==> src/rtl/iommu_walker_pkg.sv <==
package iommu_walker_pkg;
  localparam int VA_W  = 32;
  localparam int PA_W  = 40;
  localparam int OFF_W = 12;
  localparam int IX_W  = 10;
  localparam int VPN_W = VA_W - OFF_W;
  localparam int PPN_W = PA_W - OFF_W;
  localparam int RIX_W = 3;
  localparam int NCAUSE = 3;

  localparam logic [RIX_W-1:0] RG_CTRL  = 3'd0;
  localparam logic [RIX_W-1:0] RG_BASE  = 3'd1;
  localparam logic [RIX_W-1:0] RG_FLUSH = 3'd2;
  localparam logic [RIX_W-1:0] RG_STAT  = 3'd3;
  localparam logic [RIX_W-1:0] RG_FADDR = 3'd4;

  localparam int FB_DIR = 0;
  localparam int FB_PTE = 1;
  localparam int FB_WR  = 2;

  typedef enum logic [1:0] {ST_IDLE, ST_PTR, ST_DIR, ST_PTE} walk_st_t;
endpackage

==> src/rtl/iw_regs.sv <==
module iw_regs
  import iommu_walker_pkg::*;
(
  input  logic              clk,
  input  logic              rst,
  input  logic              cfg_we,
  input  logic [RIX_W-1:0]  cfg_addr,
  input  logic [31:0]       cfg_wdata,
  output logic [31:0]       cfg_rdata,
  input  logic [NCAUSE-1:0] fault_set,
  input  logic [VA_W-1:0]   fault_va,
  output logic              ctl_en,
  output logic [31:0]       tbl_base,
  output logic              tlb_inval,
  output logic              irq
);
  logic [NCAUSE-1:0] stat_q, stat_d;
  logic [VA_W-1:0]   faddr_q;
  logic              stat_wr;

  assign stat_wr   = cfg_we && (cfg_addr == RG_STAT);
  assign stat_d    = (stat_wr ? '0 : stat_q) | fault_set;
  assign tlb_inval = cfg_we && (((cfg_addr == RG_FLUSH) && cfg_wdata[0]) ||
                                (cfg_addr == RG_BASE) ||
                                ((cfg_addr == RG_CTRL) && !cfg_wdata[0]));

  always_ff @(posedge clk) begin
    if (rst) begin
      ctl_en    <= 1'b0;
      tbl_base  <= '0;
      stat_q    <= '0;
      faddr_q   <= '0;
      irq       <= 1'b0;
      cfg_rdata <= '0;
    end else begin
      if (cfg_we && (cfg_addr == RG_CTRL)) ctl_en <= cfg_wdata[0];
      if (cfg_we && (cfg_addr == RG_BASE)) tbl_base <= cfg_wdata;
      stat_q <= stat_d;
      irq    <= |stat_d;
      if (|fault_set) faddr_q <= fault_va;
      case (cfg_addr)
        RG_CTRL:  cfg_rdata <= {31'b0, ctl_en};
        RG_BASE:  cfg_rdata <= tbl_base;
        RG_STAT:  cfg_rdata <= {{(32-NCAUSE){1'b0}}, stat_q};
        RG_FADDR: cfg_rdata <= faddr_q;
        default:  cfg_rdata <= '0;
      endcase
    end
  end
endmodule

==> src/rtl/iw_tlb.sv <==
module iw_tlb #(
  parameter int VPN_W = 20,
  parameter int PPN_W = 28
) (
  input  logic             clk,
  input  logic             rst,
  input  logic             inval,
  input  logic [VPN_W-1:0] lk_vpn,
  output logic             hit,
  output logic [PPN_W-1:0] hit_ppn,
  output logic             hit_wr,
  input  logic             fill,
  input  logic [VPN_W-1:0] fill_vpn,
  input  logic [PPN_W-1:0] fill_ppn,
  input  logic             fill_wr
);
  logic             vld_q;
  logic [VPN_W-1:0] vpn_q;

  always_ff @(posedge clk) begin
    if (rst || inval) begin
      vld_q <= 1'b0;
    end else if (fill) begin
      vld_q   <= 1'b1;
      vpn_q   <= fill_vpn;
      hit_ppn <= fill_ppn;
      hit_wr  <= fill_wr;
    end
  end

  assign hit = vld_q && (vpn_q == lk_vpn);
endmodule

==> src/rtl/iw_walk.sv <==
module iw_walk
  import iommu_walker_pkg::*;
(
  input  logic              clk,
  input  logic              rst,
  input  logic              req_valid,
  output logic              req_ready,
  input  logic [VA_W-1:0]   req_vaddr,
  input  logic              req_write,
  output logic              rsp_valid,
  output logic [PA_W-1:0]   rsp_paddr,
  output logic              rsp_err,
  output logic              mem_req,
  output logic [31:0]       mem_addr,
  input  logic              mem_rvalid,
  input  logic [31:0]       mem_rdata,
  input  logic              ctl_en,
  input  logic [31:0]       tbl_base,
  output logic [VPN_W-1:0]  lk_vpn,
  input  logic              hit,
  input  logic [PPN_W-1:0]  hit_ppn,
  input  logic              hit_wr,
  output logic              fill,
  output logic [VPN_W-1:0]  fill_vpn,
  output logic [PPN_W-1:0]  fill_ppn,
  output logic              fill_wr,
  output logic [NCAUSE-1:0] fault_set,
  output logic [VA_W-1:0]   fault_va
);
  localparam int PAD_W = 32 - IX_W - 2;

  walk_st_t        st_q;
  logic [VA_W-1:0] va_q;
  logic            wr_q;
  logic            unused_bits;

  assign unused_bits = ^{mem_rdata[3], mem_rdata[1]};
  assign req_ready   = (st_q == ST_IDLE);
  assign lk_vpn      = req_vaddr[VA_W-1:OFF_W];
  assign fill        = (st_q == ST_PTE) && mem_rvalid && mem_rdata[0];
  assign fill_vpn    = va_q[VA_W-1:OFF_W];
  assign fill_ppn    = {mem_rdata[11:4], mem_rdata[31:12]};
  assign fill_wr     = mem_rdata[2];
  assign fault_va    = (st_q == ST_IDLE) ? req_vaddr : va_q;

  always_comb begin
    fault_set = '0;
    case (st_q)
      ST_IDLE: if (req_valid && ctl_en && hit && req_write && !hit_wr) fault_set[FB_WR] = 1'b1;
      ST_DIR:  if (mem_rvalid && !mem_rdata[0]) fault_set[FB_DIR] = 1'b1;
      ST_PTE:  if (mem_rvalid) begin
                 if (!mem_rdata[0])                    fault_set[FB_PTE] = 1'b1;
                 else if (wr_q && !mem_rdata[2])       fault_set[FB_WR]  = 1'b1;
               end
      default: ;
    endcase
  end

  always_ff @(posedge clk) begin
    if (rst) begin
      st_q      <= ST_IDLE;
      rsp_valid <= 1'b0;
      rsp_err   <= 1'b0;
      rsp_paddr <= '0;
      mem_req   <= 1'b0;
      mem_addr  <= '0;
      va_q      <= '0;
      wr_q      <= 1'b0;
    end else begin
      rsp_valid <= 1'b0;
      mem_req   <= 1'b0;
      if (|fault_set) begin
        rsp_valid <= 1'b1;
        rsp_err   <= 1'b1;
        rsp_paddr <= '0;
      end
      case (st_q)
        ST_IDLE: if (req_valid) begin
          va_q <= req_vaddr;
          wr_q <= req_write;
          if (!ctl_en) begin
            rsp_valid <= 1'b1;
            rsp_err   <= 1'b0;
            rsp_paddr <= {{(PA_W-VA_W){1'b0}}, req_vaddr};
          end else if (hit) begin
            if (fault_set == '0) begin
              rsp_valid <= 1'b1;
              rsp_err   <= 1'b0;
              rsp_paddr <= {hit_ppn, req_vaddr[OFF_W-1:0]};
            end
          end else begin
            mem_req  <= 1'b1;
            mem_addr <= tbl_base;
            st_q     <= ST_PTR;
          end
        end
        ST_PTR: if (mem_rvalid) begin
          mem_req  <= 1'b1;
          mem_addr <= {mem_rdata[31:10], 10'b0} +
                      {{PAD_W{1'b0}}, va_q[VA_W-1 -: IX_W], 2'b00};
          st_q     <= ST_DIR;
        end
        ST_DIR: if (mem_rvalid) begin
          if (mem_rdata[0]) begin
            mem_req  <= 1'b1;
            mem_addr <= {mem_rdata[31:6], 6'b0} +
                        {{PAD_W{1'b0}}, va_q[OFF_W+IX_W-1:OFF_W], 2'b00};
            st_q     <= ST_PTE;
          end else begin
            st_q <= ST_IDLE;
          end
        end
        ST_PTE: if (mem_rvalid) begin
          st_q <= ST_IDLE;
          if (fault_set == '0) begin
            rsp_valid <= 1'b1;
            rsp_err   <= 1'b0;
            rsp_paddr <= {fill_ppn, va_q[OFF_W-1:0]};
          end
        end
        default: st_q <= ST_IDLE;
      endcase
    end
  end
endmodule

==> src/rtl/iommu_walker.sv <==
module iommu_walker
  import iommu_walker_pkg::*;
(
  input  logic             clk,
  input  logic             rst,
  input  logic             cfg_we,
  input  logic [RIX_W-1:0] cfg_addr,
  input  logic [31:0]      cfg_wdata,
  output logic [31:0]      cfg_rdata,
  input  logic             req_valid,
  output logic             req_ready,
  input  logic [VA_W-1:0]  req_vaddr,
  input  logic             req_write,
  output logic             rsp_valid,
  output logic [PA_W-1:0]  rsp_paddr,
  output logic             rsp_err,
  output logic             mem_req,
  output logic [31:0]      mem_addr,
  input  logic             mem_rvalid,
  input  logic [31:0]      mem_rdata,
  output logic             irq
);
  logic              ctl_en;
  logic [31:0]       tbl_base;
  logic              tlb_inval;
  logic [NCAUSE-1:0] fault_set;
  logic [VA_W-1:0]   fault_va;
  logic [VPN_W-1:0]  lk_vpn, fill_vpn;
  logic [PPN_W-1:0]  hit_ppn, fill_ppn;
  logic              hit, hit_wr, fill, fill_wr;

  iw_regs u_regs (
    .clk(clk), .rst(rst), .cfg_we(cfg_we), .cfg_addr(cfg_addr),
    .cfg_wdata(cfg_wdata), .cfg_rdata(cfg_rdata), .fault_set(fault_set),
    .fault_va(fault_va), .ctl_en(ctl_en), .tbl_base(tbl_base),
    .tlb_inval(tlb_inval), .irq(irq)
  );

  iw_tlb #(.VPN_W(VPN_W), .PPN_W(PPN_W)) u_tlb (
    .clk(clk), .rst(rst), .inval(tlb_inval), .lk_vpn(lk_vpn), .hit(hit),
    .hit_ppn(hit_ppn), .hit_wr(hit_wr), .fill(fill), .fill_vpn(fill_vpn),
    .fill_ppn(fill_ppn), .fill_wr(fill_wr)
  );

  iw_walk u_walk (
    .clk(clk), .rst(rst), .req_valid(req_valid), .req_ready(req_ready),
    .req_vaddr(req_vaddr), .req_write(req_write), .rsp_valid(rsp_valid),
    .rsp_paddr(rsp_paddr), .rsp_err(rsp_err), .mem_req(mem_req),
    .mem_addr(mem_addr), .mem_rvalid(mem_rvalid), .mem_rdata(mem_rdata),
    .ctl_en(ctl_en), .tbl_base(tbl_base), .lk_vpn(lk_vpn), .hit(hit),
    .hit_ppn(hit_ppn), .hit_wr(hit_wr), .fill(fill), .fill_vpn(fill_vpn),
    .fill_ppn(fill_ppn), .fill_wr(fill_wr), .fault_set(fault_set),
    .fault_va(fault_va)
  );
endmodule

==> config.mk <==
export PLATFORM = sky130hd
export DESIGN_NAME = iommu_walker
export DESIGN_NICKNAME = d
export VERILOG_FILES = /design/src/rtl/iommu_walker_pkg.sv /design/src/rtl/iw_regs.sv /design/src/rtl/iw_tlb.sv /design/src/rtl/iw_walk.sv /design/src/rtl/iommu_walker.sv
export SDC_FILE = /design/constraint.sdc
export NUM_CORES = 1
export LEC_CHECK = 0
export ABC_AREA = 1
export BUFFER_PORTS_ARGS = -buffer_cell sky130_fd_sc_hd__buf_2
export CAP_MARGIN = 30
export CORE_MARGIN = 10
export CORE_UTILIZATION = 57
export CTS_BUF_LIST = sky130_fd_sc_hd__clkbuf_4 sky130_fd_sc_hd__clkbuf_8 sky130_fd_sc_hd__clkbuf_16
export DETAILED_ROUTE_END_ITERATION = 6
export GPL_ROUTABILITY_DRIVEN = 0
export PLACE_DENSITY = 0.87
export SLEW_MARGIN = 0
export SYNTH_ARGS = -nofsm -noshare
export SYNTH_HDL_FRONTEND = slang
export SYNTH_SLANG_ARGS = --single-unit
==> constraint.sdc <==
create_clock -name clk -period 4.54 [get_ports clk]
set_clock_uncertainty 0.2 [all_clocks]
set_input_delay 0.908 -clock clk [delete_from_list [all_inputs] [get_ports clk]]
set_output_delay 0.908 -clock clk [all_outputs]
set_load 0.03 [all_outputs]
==> results of run 1 <==
worst max path at each step:
stage,start,end,slack [ns]
after floorplan,rst,u_tlb.hit_ppn[0],0.26
after global placement,req_valid,u_walk.rsp_paddr[33],1.01
after detailed placement,req_valid,u_walk.rsp_paddr[39],0.94
after CTS,u_walk.st_q[1],u_walk.rsp_valid,1.05
after global routing,u_walk.st_q[0],u_regs.faddr_q[15],0.72
final,u_walk.st_q[1],u_walk.rsp_valid,0.91
state kept, by name, indices dropped and copies added, names as in the netlist, 2 cells and up:
signal            cells
u_tlb.vpn_q          20
u_regs.cfg_rdata     32
u_walk.mem_addr      32
u_walk.st_q           2
u_walk.va_q          32
u_regs.tbl_base      32
u_walk.rsp_paddr     40
u_tlb.hit_ppn        28
u_regs.faddr_q       32
u_regs.stat_q         3
where the power goes:
group          internal [mW]  total, mW  leakage, nW  switching (mW)
Clock                   1.37       2.31        0.466           0.942
Combinational          0.170      0.616         3.79           0.446
Sequential              2.43       2.48         2.17          0.0481
Total                   3.97       5.40         6.42            1.44
per-stage QoR:
step	total power, mW	setup WS, ns
floorplan	2.888	0.2609
detailed placement	3.117	0.9438
finish	5.403	0.9140
global route	5.549	0.7243
CTS	5.379	1.048
global placement	3.097	1.015
per-layer routing:
layer	vias up	global-route usage	wire [um]
met5	-	0	54
met4	8	0.1418	2180
met3	167	0.08198	6046
met2	951	0.4630	19850
met1	6092	0.3625	15940
li1	6160	-	-
cells by family (layout without fill, tap and decap cells):
group,Yosys count,in the layout,share of synthesized area
buf+inv,290,464,0.09083
fa+ha+maj,14,14,0.01501
simple gates,728,728,0.2388
compound gates,471,471,0.2023
flops,261,261,0.4510
other cells,0,8,0
xor+xnor,3,3,0.002074
critical path, cell delays in order (launching register included):
cell	delay, ns
dfxtp_1	0.41
ha_1	0.83
nand2_1	0.48
nor2_1	0.25
nand2_1	0.07
nand2_1	0.09
nand2_2	0.10
nand2_4	0.11
buf_4	0.53
o21ai_0	0.18
a21oi_1	0.27
cell usage after synthesis, drive strengths merged:
| library cell | number | area (um2) |
|---|---|---|
| dfxtp | 212 | 4244 |
| a31oi | 38 | 237.7 |
| o31ai | 2 | 15.01 |
| nor3 | 17 | 95.09 |
| a21oi | 151 | 759.5 |
| o221ai | 6 | 52.55 |
| o22ai | 22 | 137.6 |
| ha | 12 | 150.1 |
| fa | 2 | 40.04 |
| nand4 | 8 | 50.05 |
| clkinv | 2 | 8.750 |
| a22oi | 2 | 15.01 |
| nor4 | 2 | 33.78 |
| or2 | 2 | 12.51 |
| edfxtp | 49 | 1471 |
| nand3b | 2 | 15.01 |
| o211ai | 12 | 90.09 |
| nor2 | 147 | 599.3 |
| nand2 | 467 | 1783 |
| xor2 | 2 | 17.52 |
| o21ai | 216 | 1081 |
| nand3 | 83 | 437.9 |
| xnor2 | 1 | 8.760 |
| buf | 36 | 196.4 |
| clkbuf | 67 | 251.5 |
| a211oi | 21 | 167.7 |
| a21o | 1 | 7.510 |
| inv | 185 | 694.4 |
area by class of cell:
| class | instances | area, um2 | share of cell area |
|---|---|---|---|
| diodes | 8 | 20.02 | 0.001357 |
| clock buffers | 36 | 774.5 | 0.05249 |
| clock inverters | 12 | 151.4 | 0.01026 |
| inverters | 187 | 703.2 | 0.04766 |
| multi-input cells | 1216 | 5817 | 0.3942 |
| flip-flops and latches | 261 | 5715 | 0.3873 |
| well taps | 280 | 350.3 | 0.02374 |
| repair buffers | 229 | 1224 | 0.08293 |
==> implementation parameters, run 1 <==
Parameter                              Value

CTS
  CTS root buf    clkbuf_16
  Post-CTS Setup Repair Bufs    0
  Number of buffers added by the clock tree synthesis step    27
  Worst-case clock buffer depth    3
  CTS resizes    0
  CTS clk-pin slew, worst paths    0.06 ns
  CTS tree    built
  Post-cts hold buffer count    0
  Maximum level of the CTS H-tree    1
  Clk_lat worst skew    about 0.55 ns
  Clock tree sinks    261

Setup path
  Category of the worst setup path capture point    register
  Internal reg-to-reg setup slack    0.91 ns
  Data arrival at the endpoint of the critical path    3.87 ns
  Startpoint kind of the worst setup timing path    register
  Critical path peak fanout    66
  Setup CP Type    register to register
  Number of cell instances on the worst register-to-register path    10
  Worst r2r dst    u_walk.rsp_valid
  Required time at the worst-slack endpoint    roughly 4.8 ns
  Origin of the critical flop-to-flop path    u_walk.st_q[1]

Synthesis
  Mean post-synth cell area    roughly 7 um2
  Seq/Total Area, Yosys    0.4510
  Synthesized Nets    between 1500 and 2000
  Synthesized cell area    about 0.013 mm2
  Cell count after synthesis    between 1500 and 2000
  Total of warnings raised by yosys    0
  Number of different library cells in the post-synthesis netlist    45
  Seq cells post-synth    261

GRT
  Global-route wire length before repair    between 60000 and 70000 um
  Antenna violations before repair    10
  Maximum number of pins on one net before global-route repair    91
  Overall Global Routing Usage    0.2930
  Vias in the first global route    approximately 13000
  Sum of overflow across all layers after global routing    0

Pwr
  Power Density    between 300 and 400 mW/mm2
  Cell leakage power    about 6.4 nW
  Worst IR Drop VDD    just under 0.0003 V

Final layout
  End-of-flow core utilization    0.6761
  Commonest non-fill, non-tap cell in the layout    nand2_1
  Non-filler cells, final    about 2200
  Fillers    around 1800
  Final cell area excluding filler cells    0.01476 mm2
  Area Overhead vs Synth    16.43%
  Proportion of layout cells with a drive suffix above 1    0.1685
  Leading cell types in the layout, fill and taps excluded    459 x nand2_1, 212 x dfxtp_1, 211 x buf_2
  Nets    roughly 2000

Worst hold path
  Hold Path Sink    u_walk.rsp_paddr[38]
  Startpoint of the most critical hold path    u_walk.rsp_paddr[38]
  Count of cells along the worst hold path    2
  Worst hold-check path type    register to register

Timing
  Measured slew at the worst slew-check pin    around 1.1 ns
  Count of pins over their slew limit    0
  Final hold slack    between 0.2 and 0.3 ns
  Max Fclk    about 280 MHz
  Total of endpoints with negative setup slack in the final report    0
  Fraction of the cycle the final worst path needs    0.7987
  Total Negative Setup Slacks    0 ns
  Max-Slew Margin vs Limit    0.2970
  Unrepaired setup endpoints after global routing    false
  Hold Violations, Final    0
  Fin crit period    ~3.6 ns

Floorplanning
  Core area    0.02182 mm2
  Floorplan row count    54
  Die Span Y    ~170 um
  Starting density of the core    0.5807
  Boundary pin count    ~210
  Die width    around 170 um
  Area of the die    ~0.029 mm2

Job
  Max-cap viol count    0

Drt
  DRC violations left    21
  Drt pass-1 iters    7
  Via count    ~13000
  Routed wirelength normalized by instance count    19.77 um
  Remaining antenna violation count    0
  Number of vias per cell    6.002
  Final routed wirelength across all metal layers    44070 um
  DR iter-0 viols    about 2000

Placed design
  Port Buffer Count    roughly 210
  Post-detail-place hpwl    ~30000 um
  Post-detailed-placement cell area    approximately 0.014 mm2
  Cell total after placement    between 2000 and 2500

Run status
  Violations in the final reports    DRC
  Outcome    complete, but fails checks
Note: power is estimated with default switching activity, not from simulation.
==> run 2: changes to the inputs <==
Settings changed: ABC_AREA 1 to 0, CORE_UTILIZATION 57 to 56, PLACE_DENSITY 0.87 to 0.86.
Clock period 4.54 ns to 3.78 ns, I/O delays scaled along.
==> implementation parameters, run 2 <==
Parameter                              Value

Run status
  Outcome    finished clean

Final layout
  Number of flip-flops in the largest register    40 (unchanged)
  End-of-flow core utilization    0.6769 (+0.0007300)
  Commonest non-fill, non-tap cell in the layout    nand2_1
  Area Overhead vs Synth    18.95%
  Proportion of layout cells with a drive suffix above 1    0.2042 (+0.03576)
  Final cell area excluding filler cells    0.01418 mm2 (-3.9%)
  Nets    1611 (-21%)
  Leading cell types in the layout, fill and taps excluded    231 x nand2_1, 212 x dfxtp_1, 210 x buf_2
  Top reg by flops    u_walk.rsp_paddr
  Fillers    1635 (-8.0%)

Timing
  Slack of the critical path    0.5107 ns (-0.4033 ns)
  Count of pins over their slew limit    0 (unchanged)
  Fraction of the cycle the final worst path needs    0.8649 (+0.06622)
  Fin crit period    3.269 ns (-0.3567 ns)
  Max-Slew Margin vs Limit    0.3539 (+0.05690)
  Hold Violations, Final    0 (unchanged)
  Total of endpoints with negative setup slack in the final report    0 (unchanged)
  Measured slew at the worst slew-check pin    0.9691 ns (-0.08420 ns)
  Total Negative Setup Slacks    0 ns (unchanged)
  Unrepaired setup endpoints after global routing    false
  Max Fclk    305.9 MHz (+11%)

CTS
  Maximum level of the CTS H-tree    1 (unchanged)
  Post-cts hold buffer count    0 (unchanged)
  CTS resizes    0 (unchanged)
  Worst-case clock buffer depth    3 (unchanged)
  Clk_lat worst skew    0.54 ns (about the same)
  Post-CTS Setup Repair Bufs    0 (unchanged)
  CTS clk-pin slew, worst paths    0.06 ns (about the same)
  CTS tree    built
  Clock tree sinks    261 (unchanged)
  Number of buffers added by the clock tree synthesis step    27 (unchanged)
  CTS root buf    clkbuf_16

Synthesis
  Top cells by count, synth    231 x nand2_1, 212 x dfxtp_1, 121 x a21oi_1, 118 x nor2_1, 83 x clkbuf_1
  Most common cell in the synthesized netlist    nand2_1
  Seq cells post-synth    261 (unchanged)
  Area share of the largest cell type after synthesis    0.3559 (+0.02105)
  Synthesized Nets    1450 (-23%)
  Seq/Total Area, Yosys    0.4793 (+0.02835)
  Cell types with the largest area share after synthesis    dfxtp_1 36%, edfxtp_1 12%, nand2_1 7.3%, a21oi_1 5.1%, a22oi_1 3.9%
  Dominant cell type by area after synthesis    dfxtp_1
  Synthesized cell area    0.01192 mm2 (-5.9%)
  Mean post-synth cell area    8.959 um2 (+25%)
  Number of different library cells in the post-synthesis netlist    66 (+47%)
  Proportion of register bits with asynchronous set or reset after synthesis    0 (unchanged)
  Number of enable-type register cells in the synthesized netlist    49 (unchanged)
  Cell count after synthesis    1331 (-25%)
  Total of warnings raised by yosys    0 (unchanged)
  Most used DFF post-synth    dfxtp_1

Setup path
  Data arrival at the endpoint of the critical path    3.47 ns (-0.40 ns)
  Startpoint kind of the worst setup timing path    register
  Launch point of the critical path    u_walk.st_q[0]
  Internal reg-to-reg setup slack    0.51 ns (-0.40 ns)
  Number of cell instances on the worst register-to-register path    9 (-1)
  Category of the worst setup path capture point    register
  Worst setup endpoint    u_walk.rsp_paddr[24]
  Origin of the critical flop-to-flop path    u_walk.st_q[0]
  Worst r2r dst    u_walk.rsp_paddr[24]
  Required time at the worst-slack endpoint    3.98 ns (-0.81 ns)
  Setup CP Type    register to register
  Critical path peak fanout    39 (-41%)

Drt
  Drt pass-1 iters    6 (-1)
  Number of vias per cell    6.387 (+6.4%)
  DR iter-0 viols    1415 (-30%)
  DRC violations left    0 (-100%)
  Final routed wirelength across all metal layers    39850 um (-9.6%)
  Remaining antenna violation count    0 (unchanged)
  Routed wirelength normalized by instance count    22.24 um (+12%)
  Via count    11450 (-14%)

GRT
  Overall Global Routing Usage    0.2727 (-0.02023)
  Sum of overflow across all layers after global routing    0 (unchanged)
  Global-route wire length before repair    62190 um (-9.2%)
  Maximum number of pins on one net before global-route repair    77 (-15%)
  Vias in the first global route    11070 (-12%)
  Antenna violations before repair    4 (-6)

Placed design
  Placement Setup Slack    0.3094 ns (-0.6344 ns)
  Post-detailed-placement cell area    0.01315 mm2 (-4.8%)
  Port Buffer Count    211 (unchanged)
  Post-detail-place hpwl    27930 um (-9.7%)

Floorplanning
  Core area    0.02096 mm2 (-4.0%)
  Die Span Y    165.9 um (-1.9%)
  Floorplan row count    53 (-1.9%)
  Boundary pin count    214 (unchanged)
  Starting density of the core    0.5690 (-0.01170)
  Die width    165.9 um (-1.9%)
  Area of the die    0.02753 mm2 (-3.7%)

Worst hold path
  Startpoint of the most critical hold path    mem_rdata[2]
  Worst hold-check path type    input pin to register

Pwr
  Switching component of the power    3.229 mW (+120%)
  Cell leakage power    5.536 nW (-14%)
  Switching share of total power    0.3573 (+0.09150)
  Int Pwr    5.809 mW (+46%)
  Clock Power Share    0.337 (-0.091)
  Worst IR Drop VDD    0.0005462 V (+84%)
  Combinational cell fraction of total power    0.301 (+0.187)
  Portion of total power attributed to sequential cells    0.362 (-0.096)
  Power Density    637.2 mW/mm2 (+74%)

Job
  Max-cap viol count    0 (unchanged)
## run 2: cell types whose count changed in the layout (fill, tap and decap cells not counted), moves of 34 or more
cell / change
inv_1: -152
nand2_1: -228
o21ai_0: -157
nand3_1: -57
a22oi_1: +60
mux2i_1: +34
## run 2: how the worst min path moves through the flow
stage | cells past startpoint | slack, ns | to
finish | 1 | 0.21 | u_tlb.hit_wr
CTS | 1 | 0.21 | u_tlb.hit_wr
global route | 1 | 0.22 | u_tlb.hit_wr
detailed placement | 2 | 0.24 | u_walk.mem_addr[9]
floorplan | 2 | 0.24 | u_walk.wr_q
global placement | 2 | 0.24 | u_walk.mem_addr[13]
## run 2: power groups by stage
stage	registers [mW]	clock network [mW]	logic (mW)
final	3.27	3.04	2.72
after global routing	3.30	3.17	2.88
after CTS	3.27	3.05	2.67
after detailed placement	3.33	0	2.65
after global placement	3.30	0	2.60
after floorplan	3.62	0	1.46
## run 2: logic make-up after synthesis
kind of cell    after synthesis  synth area share
simple gates                437            0.1547
compound gates              416            0.2448
flops                       261            0.4793
buf+inv                     123           0.04229
xor+xnor                     43           0.03158
mux                          37           0.03137
fa+ha+maj                    14           0.01595
## run 2: per-stage QoR
step | hold slack (ns) | instances | power, mW
after CTS | 0.2068 | 1788 | 8.982
after detailed placement | 0.2432 | 1738 | 5.972
after global routing | 0.2213 | 1790 | 9.353
after global placement | 0.2375 | 1738 | 5.909
after floorplan | 0.2366 | 1331 | 5.080
final | 0.2068 | 1792 | 9.037
## run 2: layout make-up
class / instances / area, um2 / area share
Antenna cell: 4 / 10.01 / 0.0007057
Clock buffer: 33 / 752.0 / 0.05302
Clock inverter: 17 / 274.0 / 0.01932
Inverter: 14 / 52.55 / 0.003705
Multi-Input combinational cell: 947 / 5739 / 0.4046
Sequential cell: 261 / 5715 / 0.4030
Tap cell: 275 / 344.1 / 0.02426
Timing Repair Buffer: 241 / 1296 / 0.09139
## run 2: worst max-delay path: stages, from the launching register on
cell and delay (ns):
dfxtp_1 0.36, inv_1 0.10, ha_2 0.32, or4_1 0.51, nor3_1 0.26, a21o_2 0.22
buf_4 0.36, nand2b_1 0.21, buf_4 0.36, o221ai_1 0.20
## run 2: per-layer routing
metal | part of all wire | GRT usage | vias to the layer above
met1 | 0.38 | 0.3350 | 5394
met3 | 0.11 | 0.06768 | 118
met4 | 0.052 | 0.1406 | 0
met2 | 0.46 | 0.4349 | 712
li1 | - | - | 5221
met5 | 0 | 0 | -
